**src/rtl/i2cstop_pkg.sv**
```systemverilog
package i2cstop_pkg;

    localparam int BAUD_W = 7;

    typedef enum logic [2:0] {
        ST_IDLE     = 3'd0,
        ST_PULL_SDA = 3'd1,
        ST_FREE_SCL = 3'd2,
        ST_SETUP    = 3'd3,
        ST_FREE_SDA = 3'd4
    } stop_state_e;

    typedef struct packed {
        logic sda_oe;
        logic scl_oe;
    } line_drive_t;

    typedef struct packed {
        logic done_ev;
        logic coll_ev;
    } stop_event_t;

    function automatic line_drive_t drive_for(stop_state_e s);
        line_drive_t d;
        d.sda_oe = (s == ST_PULL_SDA) || (s == ST_FREE_SCL) || (s == ST_SETUP);
        d.scl_oe = (s == ST_PULL_SDA);
        return d;
    endfunction

endpackage

```
**src/rtl/i2cstop_baud.sv**
```systemverilog
module i2cstop_baud #(
    parameter int W = 7
) (
    input  logic         clk,
    input  logic         rst,
    input  logic         load,
    input  logic [W-1:0] reload,
    output logic         tmo
);
    localparam logic [W-1:0] ONE = W'(1);

    logic [W-1:0] cnt;
    logic [W-1:0] eff;

    assign eff = (reload == '0) ? ONE : reload;
    assign tmo = (cnt == ONE);

    always_ff @(posedge clk) begin
        if (rst)
            cnt <= '0;
        else if (load)
            cnt <= eff;
        else if (cnt != '0)
            cnt <= cnt - ONE;
    end

    // a load never leaves the counter idle at zero
    assert_load_nonzero_R11: assert property (@(posedge clk) disable iff (rst)
        load |=> cnt != '0);
    // the count falls by one each cycle while it runs
    assert_count_step_R5: assert property (@(posedge clk) disable iff (rst)
        (cnt != '0 && !load) |=> cnt == $past(cnt) - ONE);
endmodule

```
**src/rtl/i2cstop_flags.sv**
```systemverilog
module i2cstop_flags
    import i2cstop_pkg::*;
(
    input  logic        clk,
    input  logic        rst,
    input  logic        stop_req,
    input  logic        clr_flags,
    input  stop_event_t ev,
    output logic        accept,
    output logic        busy,
    output logic        done_flag,
    output logic        coll_flag
);
    assign accept = stop_req && !busy && !coll_flag;

    always_ff @(posedge clk) begin
        if (rst) begin
            busy      <= 1'b0;
            done_flag <= 1'b0;
            coll_flag <= 1'b0;
        end else begin
            if (clr_flags) begin
                done_flag <= 1'b0;
                coll_flag <= 1'b0;
            end
            if (ev.done_ev) done_flag <= 1'b1;
            if (ev.coll_ev) coll_flag <= 1'b1;
            if (accept)
                busy <= 1'b1;
            else if (ev.done_ev || ev.coll_ev)
                busy <= 1'b0;
        end
    end

    // a collision leaves no STOP running
    assert_coll_idle_R7: assert property (@(posedge clk) disable iff (rst)
        coll_flag |-> !busy);
    // done appears only as a running STOP ends
    assert_done_ends_busy_R6: assert property (@(posedge clk) disable iff (rst)
        $rose(done_flag) |-> $fell(busy));
    // with the collision flag held, no STOP starts
    assert_req_blocked_R10: assert property (@(posedge clk) disable iff (rst)
        (coll_flag && !clr_flags) |=> !busy);
    // flags stay set without a clear strobe
    assert_sticky_R9: assert property (@(posedge clk) disable iff (rst)
        (done_flag && !clr_flags) |=> done_flag);
endmodule

```
**src/rtl/i2cstop_seq.sv**
```systemverilog
module i2cstop_seq
    import i2cstop_pkg::*;
(
    input  logic        clk,
    input  logic        rst,
    input  logic        accept,
    input  logic        sda_in,
    input  logic        scl_in,
    input  logic        tmo,
    output logic        load,
    output line_drive_t drv,
    output stop_event_t ev
);
    stop_state_e state, state_nx;

    always_comb begin
        state_nx   = state;
        load       = 1'b0;
        ev.done_ev = 1'b0;
        ev.coll_ev = 1'b0;
        unique case (state)
            ST_IDLE: if (accept) state_nx = ST_PULL_SDA;
            ST_PULL_SDA: if (!sda_in) state_nx = ST_FREE_SCL;
            ST_FREE_SCL: if (scl_in) begin
                state_nx = ST_SETUP;
                load     = 1'b1;
            end
            ST_SETUP: begin
                if (!scl_in) begin
                    ev.coll_ev = 1'b1;
                    state_nx   = ST_IDLE;
                end else if (tmo) begin
                    state_nx = ST_FREE_SDA;
                    load     = 1'b1;
                end
            end
            ST_FREE_SDA: begin
                if (!scl_in) begin
                    ev.coll_ev = 1'b1;
                    state_nx   = ST_IDLE;
                end else if (tmo) begin
                    state_nx = ST_IDLE;
                    if (sda_in) ev.done_ev = 1'b1;
                    else        ev.coll_ev = 1'b1;
                end
            end
            default: state_nx = ST_IDLE;
        endcase
    end

    always_ff @(posedge clk) begin
        if (rst) state <= ST_IDLE;
        else     state <= state_nx;
    end

    assign drv = drive_for(state);

    // SCL is let go only after SDA was seen low
    assert_scl_after_sda_R3: assert property (@(posedge clk) disable iff (rst)
        $fell(drv.scl_oe) |-> (drv.sda_oe && !$past(sda_in)));
    // SDA is let go in a running STOP only at a baud timeout
    assert_sda_release_tmo_R5: assert property (@(posedge clk) disable iff (rst)
        ($fell(drv.sda_oe) && state == ST_FREE_SDA) |-> $past(tmo));
    // after a collision both lines are free
    assert_coll_release_R8: assert property (@(posedge clk) disable iff (rst)
        ev.coll_ev |=> (!drv.sda_oe && !drv.scl_oe));
    // while SCL is still low after release, SDA stays pulled
    assert_stretch_hold_R4: assert property (@(posedge clk) disable iff (rst)
        (state == ST_FREE_SCL && !scl_in) |=> drv.sda_oe);
endmodule

```
**src/rtl/i2c_stop_gen.sv**
```systemverilog
module i2c_stop_gen
    import i2cstop_pkg::*;
#(
    parameter int RELOAD_W = BAUD_W
) (
    input  logic                clk,
    input  logic                rst,
    input  logic                stop_req,
    input  logic                clr_flags,
    input  logic [RELOAD_W-1:0] reload,
    input  logic                sda_in,
    input  logic                scl_in,
    output logic                sda_oe,
    output logic                scl_oe,
    output logic                stop_busy,
    output logic                done_flag,
    output logic                coll_flag
);
    logic        accept, load, tmo;
    line_drive_t drv;
    stop_event_t ev;

    i2cstop_flags u_flags (
        .clk(clk), .rst(rst), .stop_req(stop_req), .clr_flags(clr_flags),
        .ev(ev), .accept(accept), .busy(stop_busy),
        .done_flag(done_flag), .coll_flag(coll_flag)
    );

    i2cstop_seq u_seq (
        .clk(clk), .rst(rst), .accept(accept), .sda_in(sda_in),
        .scl_in(scl_in), .tmo(tmo), .load(load), .drv(drv), .ev(ev)
    );

    i2cstop_baud #(.W(RELOAD_W)) u_baud (
        .clk(clk), .rst(rst), .load(load), .reload(reload), .tmo(tmo)
    );

    assign sda_oe = drv.sda_oe;
    assign scl_oe = drv.scl_oe;

    // an accepted request drives both lines low on the next cycle
    assert_start_drive_R2: assert property (@(posedge clk) disable iff (rst)
        accept |=> (stop_busy && sda_oe && scl_oe));
    // with no STOP running, no line is pulled
    assert_idle_free_R1: assert property (@(posedge clk) disable iff (rst)
        !stop_busy |-> (!sda_oe && !scl_oe));
endmodule

```
**config.mk**
```make
export PLATFORM = sky130hd
export DESIGN_NAME = i2c_stop_gen
export DESIGN_NICKNAME = d
export VERILOG_FILES = /design/src/rtl/i2cstop_pkg.sv /design/src/rtl/i2cstop_baud.sv /design/src/rtl/i2cstop_flags.sv /design/src/rtl/i2cstop_seq.sv /design/src/rtl/i2c_stop_gen.sv
export SDC_FILE = /design/constraint.sdc
export NUM_CORES = 1
export LEC_CHECK = 0
export ABC_AREA = 0
export BUFFER_PORTS_ARGS = -buffer_cell sky130_fd_sc_hd__clkbuf_2
export CAP_MARGIN = 10
export CORE_ASPECT_RATIO = 0.6
export CORE_MARGIN = 2
export CORE_UTILIZATION = 30
export CTS_CLUSTER_SIZE = 14
export DETAILED_ROUTE_END_ITERATION = 12
export HOLD_SLACK_MARGIN = 0.12
export PLACE_DENSITY = 0.49
export REMOVE_ABC_BUFFERS = 1
export SLEW_MARGIN = 40
export SYNTH_ARGS = -nofsm -noshare
export SYNTH_HDL_FRONTEND = slang
export SYNTH_HIERARCHICAL = 1
export SYNTH_SLANG_ARGS = --single-unit
```
**constraint.sdc**
```tcl
create_clock -name clk -period 2.5 [get_ports clk]
set_input_delay 0.125 -clock clk [delete_from_list [all_inputs] [get_ports clk]]
set_output_delay 0.125 -clock clk [all_outputs]
set_load 0.005 [all_outputs]
```
**Word level (Yosys, flattened, before mapping)**

Index checks and enable logic that the tools add are counted.

- Output and inout bits: 5
- Logic and storage cells: 59
- Bits in registers: 13
- Input port bits: 13

- Add/subtract/negate cells: 1
- Reduce and logical (&&, ||, !) cells: 15
- Muxes and demuxes: 28
- Eq/ne operators: 10

Operators by type and width:

| kind | number |
|---|---|
| $mux 3 | 7 |
| $mux 7 | 3 |
| $pmux 3 s5 | 1 |
| $mux 1 | 14 |
| $reduce_bool 2->1 | 4 |
| $eq 7x1->1 const B | 1 |
| $logic_not 7->1 | 1 |
| $reduce_bool 7->1 | 1 |
| $sub 7x1->7 const B | 1 |
| $eq 3x2->1 const B | 2 |
| $ne 2x2->1 const B | 3 |
| $ne 3x3->1 const B | 2 |
| $reduce_and 5->1 | 1 |
| $pmux 1 s2 | 2 |
| $eq 3x1->1 const B | 1 |
| $eq 3x3->1 const B | 1 |
| $logic_not 3->1 | 1 |
| $logic_or 1x1->1 | 3 |
| $logic_and 1x1->1 | 2 |
| $logic_not 1->1 | 2 |
| $mux 2 | 1 |

**Depth between registers and ports, before layout**

Gate-level depths: netlist of run 1.

- Depth after elaboration: 7
- Mapped depth: 10
- Gate-level depth less buffers: 9

**Cells and area by module**

Netlist of run 1, hierarchy kept.

Modules (own cells, without submodules):

| module | cells each | seq. area each (sq um) | area an instance (sq um) | instances |
|---|---|---|---|---|
| i2cstop_baud | 51 | 140.1 | 431.7 | 1 |
| i2cstop_seq | 25 | 60.1 | 211.5 | 1 |
| i2cstop_flags | 12 | 60.1 | 125.1 | 1 |

**Least setup slack after synthesis of run 1**

No wires, ideal clock.

- Kind: reg-to-reg
- Start: register u_baud.cnt[2]
- End: register u_baud.cnt[0]
- Cell stages (with the launch flop): 8
- Path buffers: 0
- Library setup time: 0.074 ns
- Setup slack: 0.061 ns
- Data required time: 2.426 ns
- Data arrival time: 2.365 ns
- Cells stage by stage: dfxtp_1 or4_4 nor3b_1 inv_1 a211oi_1 nor4b_4 or3_2 a31oi_1

- Cells in the longest elaborated chain, start to end: 5

Ends and longest elaborated chain:

| item | RTL line | text |
|---|---|---|
| start, declared | i2cstop_baud.sv:12 | `logic [W-1:0] cnt;` |
| start signal, assigned | i2cstop_baud.sv:24 | `cnt <= cnt - ONE;` |
| $eq 7x1->1 * | i2cstop_baud.sv:16 | `assign tmo = (cnt == ONE);` |
| net tmo | i2c_stop_gen.sv:19 | `logic accept, load, tmo;` |
| $mux 1 * | i2cstop_seq.sv:32 | `end else if (tmo) begin` |
| $mux 1 * | i2cstop_seq.sv:29 | `if (!scl_in) begin` |
| $pmux 1 s2 * | i2cstop_seq.sv:21 | `unique case (state)` |
| net load | i2c_stop_gen.sv:19 |  |
| $mux 7 or $reduce_bool 2->1 (tied branches) | n/a |  |

The timed path passes the listed nets; every way through them passes the cells marked *.
A chain may end at the register's enable or synchronous reset.

**Worst setup path after layout of run 1**

Ends and elaborated chain as after synthesis.

==> results of run 1 <==
layer usage:
metal  routed length, µm  global-route usage, %  vias up
li1                    -                      -      356
met1                 913                   18.5      308
met2                 589                   15.4       16
met3                 104                   5.46        2
met4                  13                   3.53        0
met5                   0                      0        -
layout make-up:
cell class	count	area share, %
Inverter	8	3.10
Multi-Input combinational cell	65	49.1
Timing Repair Buffer	21	12.1
Clock buffer	4	4.65
Sequential cell	13	26.9
Tap cell	32	4.13
power by group through the flow:
stage	Clock (mW)	Combinational, mW	Sequential [mW]
5_1_grt	0.208	0.424	0.309
4_1_cts	0.195	0.376	0.302
6_report	0.187	0.376	0.303
3_3_place_gp	0	0.369	0.306
3_5_place_dp	0	0.369	0.306
2_1_floorplan	0	0.292	0.293
path summary, 6_finish.rpt:
check	cells after the start	from	end
max	8	u_baud/cnt[2]	u_baud/cnt[0]
max reg2reg	8	u_baud/cnt[2]	u_baud/cnt[0]
min	3	reload[3]	u_baud/cnt[3]
min reg2reg	2	u_flags/done_flag	u_flags/done_flag
tightest hold or removal path: stages:
cell      delay [ps]
clkbuf_2          90
nand2_1           50
a21oi_1           50
repair_timing:
action                                  in CTS  in global routing
hold buffers                                 1                  0
endpoints found under the setup margin       0                  3
gates resized for setup                      0                  1
endpoints found under the hold margin        1                  0
state kept, by name, summed over array words and instances, names as in the netlist:
name               count
u_flags/busy           1
u_seq/state            3
u_flags/coll_flag      1
u_flags/done_flag      1
u_baud/cnt             7
cell usage in the layout, fill, tap and decap left out, types with 2 or more instances in the layout:
master,count
clkbuf_2,17
dfxtp_1,13
nor2_1,9
inv_1,7
nand2_1,6
a21oi_1,6
a211oi_1,4
nor3b_1,4
o21ai_0,4
clkbuf_8,3
nor3b_2,3
xnor2_1,3
ha_1,3
buf_4,3
or4_1,2
nor3_1,2
nand2b_1,2
cells by family after synthesis:
group                    share of synthesized area [%]
buffers and inverters                             4.89
adder cells (fa/ha/maj)                           4.89
XOR/XNOR                                          4.56
flip-flops                                        33.9
multiplexers                                      4.23
AO/OA/AOI/OAI                                     15.6
AND/OR/NAND/NOR                                   31.9
through the flow:
stage / cell area (µm²) / std cells / setup TNS (ps) / power, mW
after floorplan: 761 / 86 / -1930 / 0.585
after global placement: 908 / 138 / 0 / 0.675
after detailed placement: 908 / 138 / 0 / 0.676
after CTS: 963 / 143 / 0 / 0.873
after global routing: 968 / 143 / 0 / 0.941
final: 968 / 143 / 0 / 0.865
==> reports/metrics.yaml, run 1 <==
status: "finished clean"
wirelength_um: 1620
synthArstFlopShare_pct: 0
syn_inst: 88
required_ps: 2660
io_pins: 18
critPathMaxFanout: 5
firstDrtPassIters: 4
io_buffers: 17
vias: 682
synth_common_cells: "dfxtp_1 (13), nor2_1 (9), inv_1 (7), a21oi_1 (6), nand2_1 (6)"
vdd_ir_drop_max_v: 0.000338
diodes: 0
cp_cell_sequence: "or4_4, nor3b_2, inv_1, a211oi_1, buf_4, nor4b_4, or3_2, a31oi_1"
powerDensity_mw_per_mm2: 893
clkSlewWorstSetupHoldPaths_ps: 50
swShare_pct: 34.6
p_int_mw: 0.566
grt_setup_unrepaired: "no"
grt_usage_pct: 12.4
cellLeakagePower_nw: 0.404
timing.final.crit_period_ps: 2370
slew_headroom_pct: 78.6
synthTopCellsByArea: "dfxtp_1 (34%), ha_1 (4.9%), nor3b_1 (4.9%)"
max_freq_mhz: 422
grt_overflow_total: 0
whs_ps: 130
crit_arrival_ps: 2540
antenna_left: 0
cpPeakStageDelay_ps: 580
avgRoutedWirePerCell_um: 11.3
fin_skew_ps: 1.44
pwr-share-clk_pct: 21.6
cp_top_family: "simple AND/OR/NAND/NOR gates"
switchingPower_mw: 0.300
crit_type: "reg2reg"
yosysSeqAreaShare_pct: 33.9
path_buf_inv: 2
dieArea_mm2: 0.00299
rows: 14
cap_violations: 0
synth_top_area_share_pct: 33.9
route.detailed.drc: 0
comb_power_share_pct: 43.4
via_per_inst: 4.77
grt_first_pass_wirelength_um: 2840
fill_cells: 254
pre_cts_ws_ps: 78.7
antenna_found_initial: 0
die_h_um: 43.2
area_growth_pct: 26.1
slew_violations: 0
crit_path_start_kind: "flip-flop"
synth_largest_area_cell: "dfxtp_1"
fin_nets: 128
numClockSinks: 13
insertion_delay_ps: 240
regArea_um2: 260
cts_setup_buffers: 0
worst_pin_slew_ps: 320
ys_types: 33
critPathSlowestCell: "or4_4"
hold_path_class: "in2reg"
htreeDepth: 1
cp-end-kind: "flip-flop"
seq_power_share_pct: 35.0
multi_input_area_um2: 475
reg2reg_slack_ps: 130
setup_viol_count_final: 0
yosysWarnings: 6
dp_hpwl_um: 1290
cts_made_buffers: 3
start_util_pct: 31.1
synth.most_common_cell: "dfxtp_1"
hold_viol: 0
synth_edf_count: 0
clock_path_buffers: 2
grt_pass1_vias: 633
fin_ws_ps: 128
syn_area_per_cell_um2: 8.73
grt_max_degree: 11
drive_gt1_share_pct: 29.7
min_period_over_period_pct: 94.9
drt_iter0_drc: 25
gp_congestion: 0.740
clockRootBuffer: "clkbuf_8"
die_w_um: 69.3
synthesis.area_um2: 768
cts_tree: "yes"
synth_seq_cells: 13
ys.flop_type: "dfxtp_1"
coreArea_mm2: 0.00247
final_util_pct: 39.2
(Power assumes the default switching activity.)
==> run 2, diff against run 1 <==
--- a/config.mk
+++ b/config.mk
@@ -8,13 +8,12 @@
 export ABC_AREA = 0
 export BUFFER_PORTS_ARGS = -buffer_cell sky130_fd_sc_hd__clkbuf_2
 export CAP_MARGIN = 10
-export CORE_ASPECT_RATIO = 0.6
 export CORE_MARGIN = 2
-export CORE_UTILIZATION = 30
+export CORE_UTILIZATION = 46
 export CTS_CLUSTER_SIZE = 14
 export DETAILED_ROUTE_END_ITERATION = 12
 export HOLD_SLACK_MARGIN = 0.12
-export PLACE_DENSITY = 0.49
+export PLACE_DENSITY = 0.71
 export REMOVE_ABC_BUFFERS = 1
 export SLEW_MARGIN = 40
 export SYNTH_ARGS = -nofsm -noshare
==> reports/metrics.yaml, run 2 (synthesis gave the netlist of run 1 again) <==
cts_made_buffers: 3
fin_nets: 132
largestRegisters: "u_baud/cnt: 7 flops, u_seq/state: 3 flops"
area_growth_pct: 27.7
totalPowerFinal_mw: 0.829
vdd_ir_drop_max_v: 0.000447
insertion_delay_ps: 270
critPathSlowestCell: "or4_4"
cellLeakagePower_nw: 0.418
via_per_inst: 5.43
clock_path_buffers: 2
route.detailed.drc: 0
cts_tree: "yes"
firstDrtPassIters: 4
critPathMaxFanout: 5
powerDensity_mw_per_mm2: 845
crit_path_start_kind: "flip-flop"
antenna_found_initial: 0
die_w_um: 44.9
numClockSinks: 13
gp_congestion: 0.844
io_pins: 18
min_period_over_period_pct: 94.8
r2r-start: "u_baud/cnt[2]"
dp_hpwl_um: 1160
cap_violations: 0
clockRootBuffer: "clkbuf_4"
start_util_pct: 49.8
required_ps: 2710
slew_violations: 0
grt_first_pass_wirelength_um: 2730
path_buf_inv: 2
wirelength_um: 1690
largest_register: "u_baud/cnt"
grt_pass1_vias: 615
pre_cts_ws_ps: 35.8
slew_headroom_pct: 75.1
coreArea_mm2: 0.00154
critPathCapture: "u_baud/cnt[0]"
layout_commonest_cell: "clkbuf_2"
crit_type: "reg2reg"
fin_skew_ps: 1.28
fin_ws_ps: 129
worst_pin_slew_ps: 372
largest_register_ff_count: 7
antenna_left: 0
hold_path_class: "in2reg"
grt_setup_unrepaired: "no"
cp-end-kind: "flip-flop"
max_freq_mhz: 422
cp_top_family: "simple AND/OR/NAND/NOR gates"
worst-path-stages: 8
timing.final.crit_period_ps: 2370
critPathLaunch: "u_baud/cnt[2]"
io_buffers: 17
rows: 14
rr_worst_depth: 8
cp_cell_sequence: "or4_4, nor3b_4, inv_1, a211oi_2, buf_4, nor4b_4, or3_2, a31oi_1"
htreeDepth: 1
setup_viol_count_final: 0
dieArea_mm2: 0.00201
diodes: 0
avgRoutedWirePerCell_um: 12.9
drive_gt1_share_pct: 29.6
clkSlewWorstSetupHoldPaths_ps: 80
crit_arrival_ps: 2580
vias: 711
reg2reg_slack_ps: 130
grt_overflow_total: 0
hold_viol: 0
most-common-layout-cells: "clkbuf_2 (17), dfxtp_1 (13), nor2_1 (9)"
grt_usage_pct: 19.2
grt_max_degree: 12
die_h_um: 44.9
drt_iter0_drc: 25
rr_endpoint: "u_baud/cnt[0]"
cpPeakStageDelay_ps: 590
status: "finished clean"
run 2: cell count changes in the layout (fill, tap and decap cells not counted), sizes merged:
cell	delta
dlygate4sd3	+4
run 2: metal layers:
metal	global-route usage, %	routed length [µm]
met1	25.5	767
met2	29.3	793
met3	3.60	118
met4	10.6	13
met5	0	0
run 2: report_power, final:
part,internal (mW),total (mW),switching [mW]
clock,0.0618,0.131,0.0688
combinational,0.211,0.394,0.183
sequential,0.251,0.304,0.0531
total,0.524,0.829,0.305
run 2: cell type report:
| type | count | area [µm²] |
|---|---|---|
| clock buffers | 4 | 26.3 |
| fillers | 140 | 561 |
| inverters | 8 | 30.0 |
| multi-input cells | 65 | 487 |
| flip-flops and latches | 13 | 260 |
| well taps | 16 | 20.0 |
| repair buffers | 25 | 158 |
run 2: how the worst min path moves through the flow:
stage / from / to / slack [ps] / depth (start not counted)
CTS: reload[6] / u_baud/cnt[6] / 120 / 3
global route: rst / u_seq/state[0] / 140 / 2
global placement: reload[3] / u_baud/cnt[3] / 370 / 3
finish: reload[6] / u_baud/cnt[6] / 130 / 3
detailed placement: reload[4] / u_baud/cnt[4] / 370 / 3
floorplan: rst / u_flags/coll_flag / 190 / 1
run 2: repair_timing:
item / in CTS / in global routing
gates resized for setup: 0 / 3
setup endpoints to repair: 0 / 6
buffers inserted: 0 / 1
hold endpoints to repair: 4 / 0
hold buffers: 5 / 0
run 2: through the flow:
| step | utilization (%) | hold WS, ps | TNS (ps) | std cells | cell area (µm²) |
|---|---|---|---|---|---|
| 2_1_floorplan | - | 194 | -1930 | 86 | 761 |
| 3_3_place_gp | 57.1 | 368 | 0 | 121 | 881 |
| 4_1_cts | 62.1 | 120 | 0 | 130 | 957 |
| 3_5_place_dp | 57.1 | 371 | 0 | 121 | 881 |
| 6_report | 63.6 | 130 | 0 | 131 | 981 |
| 5_1_grt | 63.6 | 142 | 0 | 131 | 981 |
run 2: worst reg2reg max path: cells and delay by family (launching register included):
family | cells | cell delay [ps]
compound gates | 2 | 390
buf+inv | 2 | 270
flops | 1 | 350
simple gates | 4 | 1300
